`src/rtl/evt_cfg_pkg.sv`:
```
package evt_cfg_pkg;
  localparam int ADDR_W = 4;

  typedef enum logic [ADDR_W-1:0] {
    A_IE   = 4'h0,
    A_EE   = 4'h1,
    A_RISE = 4'h2,
    A_FALL = 4'h3,
    A_SWT  = 4'h4,
    A_PEND = 4'h5,
    A_SEC  = 4'h6,
    A_PRIV = 4'h7,
    A_LOCK = 4'h8
  } reg_sel_e;

  typedef struct packed {
    logic ie;
    logic ee;
    logic rise;
    logic fall;
    logic swt;
    logic pend;
    logic sec;
    logic priv;
    logic lock;
  } reg_hit_t;
endpackage

```
`src/rtl/evt_addr_decode.sv`:
```
module evt_addr_decode
  import evt_cfg_pkg::*;
(
  input  logic [ADDR_W-1:0] addr,
  output reg_hit_t          hit,
  output logic              line_hit,
  output logic              mapped
);
  always_comb begin
    hit = '0;
    case (addr)
      A_IE:    hit.ie   = 1'b1;
      A_EE:    hit.ee   = 1'b1;
      A_RISE:  hit.rise = 1'b1;
      A_FALL:  hit.fall = 1'b1;
      A_SWT:   hit.swt  = 1'b1;
      A_PEND:  hit.pend = 1'b1;
      A_SEC:   hit.sec  = 1'b1;
      A_PRIV:  hit.priv = 1'b1;
      A_LOCK:  hit.lock = 1'b1;
      default: hit = '0;
    endcase
  end

  assign line_hit = hit.ie | hit.ee | hit.rise | hit.fall | hit.swt | hit.pend;
  assign mapped   = |hit;
endmodule

```
`src/rtl/evt_access_mask.sv`:
```
module evt_access_mask #(
  parameter int NUM_LINES = 8
) (
  input  logic [NUM_LINES-1:0] sec_cfg,
  input  logic [NUM_LINES-1:0] priv_cfg,
  input  logic                 bus_sec,
  input  logic                 bus_priv,
  output logic [NUM_LINES-1:0] line_mask,
  output logic [NUM_LINES-1:0] sec_reg_mask,
  output logic [NUM_LINES-1:0] priv_reg_mask
);
  for (genvar i = 0; i < NUM_LINES; i++) begin : g_line
    logic sec_ok;
    logic priv_ok;
    assign sec_ok           = ~sec_cfg[i]  | bus_sec;
    assign priv_ok          = ~priv_cfg[i] | bus_priv;
    assign line_mask[i]     = sec_ok & priv_ok;
    // guard registers: whole register gated by one attribute, bits by the other
    assign sec_reg_mask[i]  = bus_sec  & priv_ok;
    assign priv_reg_mask[i] = bus_priv & sec_ok;
  end
endmodule

```
`src/rtl/evt_cfg_regs.sv`:
```
module evt_cfg_regs
  import evt_cfg_pkg::*;
#(
  parameter int NUM_LINES = 8
) (
  input  logic                 clk,
  input  logic                 rst,
  input  reg_hit_t             hit,
  input  logic                 wr,
  input  logic                 bus_sec,
  input  logic [NUM_LINES-1:0] wdata,
  input  logic [NUM_LINES-1:0] line_mask,
  input  logic [NUM_LINES-1:0] sec_reg_mask,
  input  logic [NUM_LINES-1:0] priv_reg_mask,
  output logic [NUM_LINES-1:0] ie_q,
  output logic [NUM_LINES-1:0] ee_q,
  output logic [NUM_LINES-1:0] rise_q,
  output logic [NUM_LINES-1:0] fall_q,
  output logic [NUM_LINES-1:0] swt_q,
  output logic [NUM_LINES-1:0] pend_q,
  output logic [NUM_LINES-1:0] sec_q,
  output logic [NUM_LINES-1:0] priv_q,
  output logic                 lock_q
);
  function automatic logic [NUM_LINES-1:0] merge(
    input logic [NUM_LINES-1:0] old_v,
    input logic [NUM_LINES-1:0] new_v,
    input logic [NUM_LINES-1:0] m
  );
    return (old_v & ~m) | (new_v & m);
  endfunction

  logic [NUM_LINES-1:0] ones_ok;
  logic                 guard_wr_ok;

  assign ones_ok     = wdata & line_mask;
  assign guard_wr_ok = wr & ~lock_q;

  always_ff @(posedge clk) begin
    if (rst) begin
      ie_q   <= '0;
      ee_q   <= '0;
      rise_q <= '0;
      fall_q <= '0;
      swt_q  <= '0;
      pend_q <= '0;
      sec_q  <= '0;
      priv_q <= '0;
      lock_q <= 1'b0;
    end else begin
      if (wr && hit.ie)   ie_q   <= merge(ie_q,   wdata, line_mask);
      if (wr && hit.ee)   ee_q   <= merge(ee_q,   wdata, line_mask);
      if (wr && hit.rise) rise_q <= merge(rise_q, wdata, line_mask);
      if (wr && hit.fall) fall_q <= merge(fall_q, wdata, line_mask);
      if (wr && hit.swt) begin
        swt_q  <= merge(swt_q, wdata, line_mask);
        pend_q <= pend_q | ones_ok;
      end
      if (wr && hit.pend) pend_q <= pend_q & ~ones_ok;
      if (guard_wr_ok && hit.sec)  sec_q  <= merge(sec_q,  wdata, sec_reg_mask);
      if (guard_wr_ok && hit.priv) priv_q <= merge(priv_q, wdata, priv_reg_mask);
      if (wr && hit.lock && bus_sec && wdata[0]) lock_q <= 1'b1;
    end
  end

  AST_LOCK_STICKY: assert property (@(posedge clk) disable iff (rst)
    lock_q |=> lock_q);
  AST_LOCK_FREEZE: assert property (@(posedge clk) disable iff (rst)
    lock_q |=> ($stable(sec_q) && $stable(priv_q)));
  AST_NS_WRITE_DROP: assert property (@(posedge clk) disable iff (rst)
    (wr && !bus_sec && hit.ie) |=> (((ie_q ^ $past(ie_q)) & $past(sec_q)) == '0));
  AST_PEND_CLEAR_ONLY: assert property (@(posedge clk) disable iff (rst)
    (wr && hit.pend) |=> ((pend_q & ~$past(pend_q)) == '0));
endmodule

```
`src/rtl/evt_cfg_guard.sv`:
```
module evt_cfg_guard
  import evt_cfg_pkg::*;
#(
  parameter int NUM_LINES = 8
) (
  input  logic                 clk,
  input  logic                 rst,
  input  logic [3:0]           bus_addr,
  input  logic                 bus_wr,
  input  logic                 bus_rd,
  input  logic [NUM_LINES-1:0] bus_wdata,
  input  logic                 bus_sec,
  input  logic                 bus_priv,
  output logic [NUM_LINES-1:0] bus_rdata
);
  reg_hit_t             hit;
  logic                 line_hit;
  logic                 mapped;
  logic [NUM_LINES-1:0] line_mask, sec_reg_mask, priv_reg_mask;
  logic [NUM_LINES-1:0] ie_q, ee_q, rise_q, fall_q, swt_q, pend_q, sec_q, priv_q;
  logic                 lock_q;
  logic [NUM_LINES-1:0] rd_mux;

  evt_addr_decode u_dec (
    .addr     (bus_addr),
    .hit      (hit),
    .line_hit (line_hit),
    .mapped   (mapped)
  );

  evt_access_mask #(.NUM_LINES(NUM_LINES)) u_mask (
    .sec_cfg       (sec_q),
    .priv_cfg      (priv_q),
    .bus_sec       (bus_sec),
    .bus_priv      (bus_priv),
    .line_mask     (line_mask),
    .sec_reg_mask  (sec_reg_mask),
    .priv_reg_mask (priv_reg_mask)
  );

  evt_cfg_regs #(.NUM_LINES(NUM_LINES)) u_regs (
    .clk           (clk),
    .rst           (rst),
    .hit           (hit),
    .wr            (bus_wr),
    .bus_sec       (bus_sec),
    .wdata         (bus_wdata),
    .line_mask     (line_mask),
    .sec_reg_mask  (sec_reg_mask),
    .priv_reg_mask (priv_reg_mask),
    .ie_q          (ie_q),
    .ee_q          (ee_q),
    .rise_q        (rise_q),
    .fall_q        (fall_q),
    .swt_q         (swt_q),
    .pend_q        (pend_q),
    .sec_q         (sec_q),
    .priv_q        (priv_q),
    .lock_q        (lock_q)
  );

  always_comb begin
    rd_mux = '0;
    if (hit.ie)   rd_mux = ie_q   & line_mask;
    if (hit.ee)   rd_mux = ee_q   & line_mask;
    if (hit.rise) rd_mux = rise_q & line_mask;
    if (hit.fall) rd_mux = fall_q & line_mask;
    if (hit.swt)  rd_mux = swt_q  & line_mask;
    if (hit.pend) rd_mux = pend_q & line_mask;
    if (hit.sec)  rd_mux = sec_q  & sec_reg_mask;
    if (hit.priv) rd_mux = priv_q & priv_reg_mask;
    if (hit.lock) rd_mux = {{(NUM_LINES-1){1'b0}}, lock_q & bus_sec};
  end

  always_ff @(posedge clk) begin
    if (rst)         bus_rdata <= '0;
    else if (bus_rd) bus_rdata <= rd_mux;
    else             bus_rdata <= '0;
  end

  AST_SEC_LINE_HIDDEN: assert property (@(posedge clk) disable iff (rst)
    (bus_rd && line_hit && !bus_sec) |=> ((bus_rdata & $past(sec_q)) == '0));
  AST_PRIV_LINE_HIDDEN: assert property (@(posedge clk) disable iff (rst)
    (bus_rd && line_hit && !bus_priv) |=> ((bus_rdata & $past(priv_q)) == '0));
  AST_SEC_REG_NS_ZERO: assert property (@(posedge clk) disable iff (rst)
    (bus_rd && bus_addr == A_SEC && !bus_sec) |=> (bus_rdata == '0));
  AST_PRIV_REG_UP_ZERO: assert property (@(posedge clk) disable iff (rst)
    (bus_rd && bus_addr == A_PRIV && !bus_priv) |=> (bus_rdata == '0));
  AST_UNMAPPED_ZERO: assert property (@(posedge clk) disable iff (rst)
    (bus_rd && !mapped) |=> (bus_rdata == '0));
  AST_IDLE_ZERO: assert property (@(posedge clk) disable iff (rst)
    !bus_rd |=> (bus_rdata == '0));
endmodule

```
`config.mk`:
```
export PLATFORM = sky130hd
export DESIGN_NAME = evt_cfg_guard
export DESIGN_NICKNAME = d
export VERILOG_FILES = /design/src/rtl/evt_cfg_pkg.sv /design/src/rtl/evt_addr_decode.sv /design/src/rtl/evt_access_mask.sv /design/src/rtl/evt_cfg_regs.sv /design/src/rtl/evt_cfg_guard.sv
export SDC_FILE = /design/constraint.sdc
export NUM_CORES = 1
export LEC_CHECK = 0
export BUFFER_PORTS_ARGS = -buffer_cell sky130_fd_sc_hd__buf_2
export CORE_MARGIN = 5
export CORE_UTILIZATION = 60
export CTS_CLUSTER_SIZE = 14
export DETAILED_ROUTE_END_ITERATION = 7
export GPL_TIMING_DRIVEN = 0
export PLACE_DENSITY = 0.9
export SLEW_MARGIN = 40
export SYNTH_ARGS = -nofsm -noshare
export SYNTH_HDL_FRONTEND = slang
export SYNTH_SLANG_ARGS = --single-unit
```
`constraint.sdc`:
```
create_clock -name clk -period 1.64 [get_ports clk]
set_input_delay 0.082 -clock clk [delete_from_list [all_inputs] [get_ports clk]]
set_output_delay 0.082 -clock clk [all_outputs]
set_load 0.005 [all_outputs]
```
==> results of run 1 <==
## power by group through the flow
stage                     registers (mW)  logic, mW  clock network, mW
final                               1.80      0.281               1.65
after global routing                1.80      0.301               1.72
after CTS                           1.80      0.269               1.64
after detailed placement            1.84      0.266                  0
after global placement              1.84      0.259                  0
after floorplan                     1.84      0.179                  0
## cell families after synthesis
| group | synth area share, % |
|---|---|
| and+or+nand+nor | 28.24 |
| buffers and inverters | 5.512 |
| AOI/OAI and AO/OA | 17.02 |
| muxes | 9.243 |
| DFF | 39.99 |
## synth_stat cells, types with 2 or more instances
library cell,count,share of area [%]
nor2_1,29,3.0
a311oi_1,7,1.7
and3_1,3,0.51
clkbuf_1,31,3.2
nand3_1,48,6.6
mux2i_1,18,4.9
dfxtp_1,73,40
nand2b_1,16,2.7
inv_1,2,0.21
and2_1,10,1.7
nand2_1,81,8.3
a21oi_1,56,7.7
mux4_2,7,4.3
and4b_1,3,0.82
nor2b_1,10,1.7
nor3b_1,2,0.41
buf_2,11,1.5
o21ai_0,39,5.3
nand4b_1,2,0.48
a31oi_1,8,1.4
## path summary, 6_finish.rpt
check	startpoint	end	depth (start not counted)
min	bus_wdata[7]	flop	3
max reg2reg	flop	bus_rdata[5]	5
max	bus_addr[1]	bus_rdata[1]	8
min reg2reg	flop	flop	2
## per-stage QoR
step	hold slack [ns]	setup TNS (ns)	std cells
2_1_floorplan	0.3567	0	471
3_3_place_gp	0.4436	-2.520	563
3_5_place_dp	0.4507	-4.212	563
4_1_cts	0.09409	0	578
5_1_grt	0.1288	0	575
6_report	0.1122	0	575
## worst register-to-register path, delay by kind of cell, from the launching register on
family,cells,cell delay [ns]
AND/OR/NAND/NOR,2,0.35
AO/OA/AOI/OAI,3,0.72
flip-flops,1,0.35
## metal layers
metal	vias up	GRT usage [%]	wire, um
met1	1724	38.94	4261
met3	46	7.432	1284
li1	1688	-	-
met2	293	44.25	4849
met5	-	0	0
met4	0	15.25	405
## final cells by class
type,count,area share [%]
plain buffers,42,4.538
clock buffers,13,4.168
clock inverters,2,1.482
inverters,2,0.1852
multi-input cells,351,49.15
flip-flops and latches,73,36.06
well taps,75,2.316
repair buffers,17,2.099
==> reports/qor.csv, run 1 <==
stage,metric,value,unit
synthesis,async_flop_share,0,%
critical_path,path_class,in2reg,
grt,grt_max_degree,12,
critical_path,r2r_slack,0.13,ns
clocking,clock_latency,0.36,ns
cells_and_area,final_common_cell,nand2_1,
grt,track_usage,29.39,%
cells_and_area,fin_nets,514,
timing,drv_slew,0,
timing,slew_headroom,50.29,%
critical_path,critPathMaxStageDelay,0.43,ns
clocking,cts_resized,0,
critical_path,crit_chain,buf_2 > buf_6 > nor2_1 > clkbuf_1 > nand2_1 > a21oi_1 > o21ai_0 > a311oi_1,
timing,fin_crit,1.530,ns
detailed_routing,antenna_left,0,
detailed_routing,dr.pass1.iters,6,
critical_path,cp_max_fo,10,
critical_path,arrival,1.79,ns
clocking,cts_buffers,9,
clocking,clock-sinks,73,
cells_and_area,drive_gt1_share,10.80,%
critical_path,cp-start-kind,input port,
synthesis,synth_nets,489,
grt,grt_pass1_wl,17.46,mm
timing,finClkSkew,0.007231,ns
flow_run,maxCapViolations,0,
timing,setup_viol,0,
floorplan,initial_utilization,61.73,%
cells_and_area,fin_area,4053,um2
cells_and_area,multi_input_area,1992,um2
critical_path,endpoint_kind,flop,
floorplan,fp.dieW,88.05,um
grt,grt_pass1_vias,3563,
critical_path,crit_buf_inv,3,
synthesis,synth_area_per_cell,7.760,um2
place,dpl_cell_area,3834,um2
synthesis,syn_inst,471,
floorplan,ios,26,
clocking,post_cts_buffers,0,
place,pre_cts_ws,-0.2282,ns
clocking,ctsLongestPathBuffers,2,
clocking,htreeDepth,3,
detailed_routing,drc,0,
synthesis,yosysSeqAreaShare,39.99,%
clocking,path_clk_slew,0.07,ns
timing,fmax,0.6538,GHz
synthesis,synth-edff-count,0,
floorplan,die_h,88.05,um
floorplan,fp-row-count,28,
detailed_routing,via_count,3751,
power_and_ir_drop,pwr-share-comb,7.5,%
place,portBuffers,17,
power_and_ir_drop,p_per_area,920.1,nW/um2
power_and_ir_drop,seq_power_share,48.3,%
timing,rsz0062_at_grt,no,
detailed_routing,totalWireLength,10.80,mm
critical_path,critPathRequiredTime,1.90,ns
timing,fin_ws,0.1104,ns
timing,tightest_slew,0.7456,ns
place,dp_hpwl,7.157,mm
synthesis,ys_ff_latch,73,
min_path,hold_path.class,in2reg,
cells_and_area,syn_to_final_growth,10.89,%
cells_and_area,seq_area,1461,um2
power_and_ir_drop,intPower,2.856,mW
synthesis,synthDistinctLibCells,35,
synthesis,synth.cell_area,3655,um2
run_status,outcome,completed,
cells_and_area,layout_common_cells,"81 x nand2_1, 73 x dfxtp_1, 56 x a21oi_1",
synthesis,yosysWarnings,0,
power_and_ir_drop,p_sw,0.8734,mW
clocking,root_buffer,clkbuf_8,
power_and_ir_drop,totalPowerFinal,3.729,mW
synthesis,synth-main-ff-cell,dfxtp_1,
power_and_ir_drop,ir_worst_vdd,695.0,uV
floorplan,dieArea,7752,um2
grt,antenna_found_initial,0,
clocking,postCtsHoldBufs,0,
timing,fin_crit_sh,93.27,%
power_and_ir_drop,leakage,1.475,nW
cells_and_area,antenna_cells,0,
place,place.gp.congestion,0.9218,
timing,finalHoldViolCount,0,
detailed_routing,post_drt_wl_per_cell,18.78,um
critical_path,crit_family,compound AO/OA/AOI/OAI gates,
power_and_ir_drop,p_clk_share,44.1,%
cells_and_area,final_util,68.45,%
detailed_routing,first_iter_violations,550,
grt,gr-total-overflow,0,
critical_path,cp_slowest_cell,clkbuf_1,
cells_and_area,fillers,439,
power_and_ir_drop,p_sw_share,23.42,%
detailed_routing,vias_per_cell,6.523,
floorplan,core-area,5921,um2
clocking,cts_tree,yes,
(Power assumes the default switching activity.)
==> inputs of run 2 (changes only) <==
==> constraint.sdc (replaced) <==
create_clock -name clk -period 1.64 [get_ports clk]
set_input_delay 0.164 -clock clk [delete_from_list [all_inputs] [get_ports clk]]
set_output_delay 0.164 -clock clk [all_outputs]
set_load 0.005 [all_outputs]
==> reports/qor.csv, run 2 (same netlist as run 1, synthesis figures left out) <==
stage,metric,value,unit
place,dp_hpwl,7.157,mm
critical_path,critPathRequiredTime,1.86,ns
power_and_ir_drop,leakage,1.499,nW
clocking,root_buffer,clkbuf_8,
timing,fmax,0.6496,GHz
grt,grt_pass1_vias,3563,
timing,slew_headroom,53.80,%
clocking,clock-sinks,73,
critical_path,endpoint_kind,flop,
critical_path,crit_family,buffers and inverters,
critical_path,worst-r2r-cell-count,5,
place,place.gp.congestion,0.9218,
timing,finClkSkew,0.008910,ns
timing,setup_viol,0,
timing,fin_ws,0.1006,ns
power_and_ir_drop,ir_worst_vdd,696.0,uV
clocking,cts_tree,yes,
place,pre_cts_ws,-0.3102,ns
detailed_routing,totalWireLength,10.83,mm
critical_path,critPathMaxStageDelay,0.41,ns
cells_and_area,final_common_cell,nand2_1,
clocking,clock_latency,0.36,ns
detailed_routing,dr.pass1.iters,5,
cells_and_area,drive_gt1_share,11.90,%
power_and_ir_drop,p_sw,0.8675,mW
floorplan,die_h,88.05,um
detailed_routing,drc,0,
clocking,cts_buffers,9,
floorplan,initial_utilization,61.73,%
power_and_ir_drop,seq_power_share,48.4,%
run_status,outcome,completed,
min_path,hold_depth,3,
power_and_ir_drop,p_clk_share,44.0,%
grt,track_usage,29.39,%
min_path,hold_path.class,in2reg,
detailed_routing,first_iter_violations,627,
cells_and_area,antenna_cells,0,
grt,grt_max_degree,12,
detailed_routing,antenna_left,0,
clocking,postCtsHoldBufs,0,
min_path,hold_start,bus_wdata[7],
critical_path,crit_buf_inv,3,
power_and_ir_drop,p_sw_share,23.29,%
clocking,ctsLongestPathBuffers,2,
place,portBuffers,17,
critical_path,arrival,1.76,ns
timing,drv_slew,0,
critical_path,timing.rr.end,bus_rdata[1],
critical_path,cp_slowest_cell,nand3b_1,
critical_path,path_class,in2reg,
floorplan,dieArea,7752,um2
critical_path,crit_chain,buf_2 > buf_4 > nor2b_1 > clkbuf_1 > nand3b_1 > o21ai_0 > a21oi_1,
timing,fin_crit_sh,93.86,%
detailed_routing,post_drt_wl_per_cell,18.70,um
floorplan,ios,26,
flow_run,maxCapViolations,0,
cells_and_area,fin_area,4085,um2
floorplan,fp-row-count,28,
grt,gr-total-overflow,0,
power_and_ir_drop,pwr-share-comb,7.6,%
clocking,htreeDepth,3,
cells_and_area,layout_common_cells,"81 x nand2_1, 73 x dfxtp_1, 56 x a21oi_1",
power_and_ir_drop,intPower,2.858,mW
power_and_ir_drop,p_per_area,912.0,nW/um2
detailed_routing,vias_per_cell,6.472,
cells_and_area,syn_to_final_growth,11.78,%
grt,antenna_found_initial,0,
power_and_ir_drop,totalPowerFinal,3.725,mW
detailed_routing,via_count,3747,
clocking,path_clk_slew,0.07,ns
timing,finalHoldViolCount,0,
timing,tightest_slew,0.6930,ns
critical_path,crit_start,bus_addr[2],
critical_path,r2r_slack,0.15,ns
critical_path,cp_max_fo,10,
place,dpl_cell_area,3834,um2
cells_and_area,fin_nets,518,
floorplan,fp.dieW,88.05,um
timing,fin_crit,1.539,ns
critical_path,cp-start-kind,input port,
grt,grt_pass1_wl,17.46,mm
floorplan,core-area,5921,um2
==> run 2: changes by cell type in the layout (fill, tap and decap cells not counted) <==
cell      previous run  this run
buf_4                1         5
clkbuf_1            28        26
buf_2               29        28
clkbuf_2             0         3
==> run 2: area by class of cell <==
cell class | count | area [um2]
buffer | 42 | 186.4
fill | 436 | 1836
multi-input combinational | 351 | 1992
timing repair buffer | 21 | 115.1
clock buffer | 13 | 168.9
sequential | 73 | 1461
clock inverter | 2 | 60.06
inverter | 2 | 7.507
tap | 75 | 93.84
==> run 2: power by group through the flow <==
stage / clock (mW) / sequential (mW) / combinational [mW]
after floorplan: 0 / 1.84 / 0.179
after global placement: 0 / 1.84 / 0.259
after detailed placement: 0 / 1.84 / 0.266
after CTS: 1.64 / 1.80 / 0.269
after global routing: 1.72 / 1.80 / 0.304
final: 1.64 / 1.80 / 0.284
==> run 2: worst max path at each step <==
| stage | end | slack [ns] | cells after the start |
|---|---|---|---|
| after detailed placement | flop | -0.31 | 8 |
| after floorplan | bus_rdata[0] | 0.19 | 6 |
| after CTS | flop | 0.04 | 9 |
| after global routing | flop | -0.06 | 9 |
| after global placement | flop | -0.23 | 8 |
| final | flop | 0.10 | 7 |
==> run 2: through the flow <==
stage	utilization, %	hold WS, ns	cells	TNS, ns
after CTS	68.62	0.1761	578	0
after floorplan	-	0.4332	471	0
after detailed placement	64.75	0.4507	563	-8.852
after global placement	64.75	0.4436	563	-6.416
final	69.00	0.1879	579	0
after global routing	69.00	0.2108	579	-0.1678
==> run 2: worst reg2reg max path: stages (launching register included) <==
cell and delay [ns]:
dfxtp_1 0.33, nand2b_1 0.16, nand2_1 0.19, a21oi_1 0.25, o21ai_0 0.12, a311oi_1 0.33
==> run 2: what timing repair did <==
action | in CTS | in global routing
setup buffers | 0 | 4
resized for setup | 0 | 6
setup endpoints to repair | 0 | 12
==> run 2: per-layer routing <==
| metal | wire length [um] | share of wire, % | track usage [%] |
|---|---|---|---|
| met5 | 0 | 0 | 0 |
| met4 | 412 | 3.8 | 15.25 |
| met3 | 1200 | 11 | 7.432 |
| met2 | 4927 | 45 | 44.25 |
| met1 | 4288 | 40 | 38.94 |
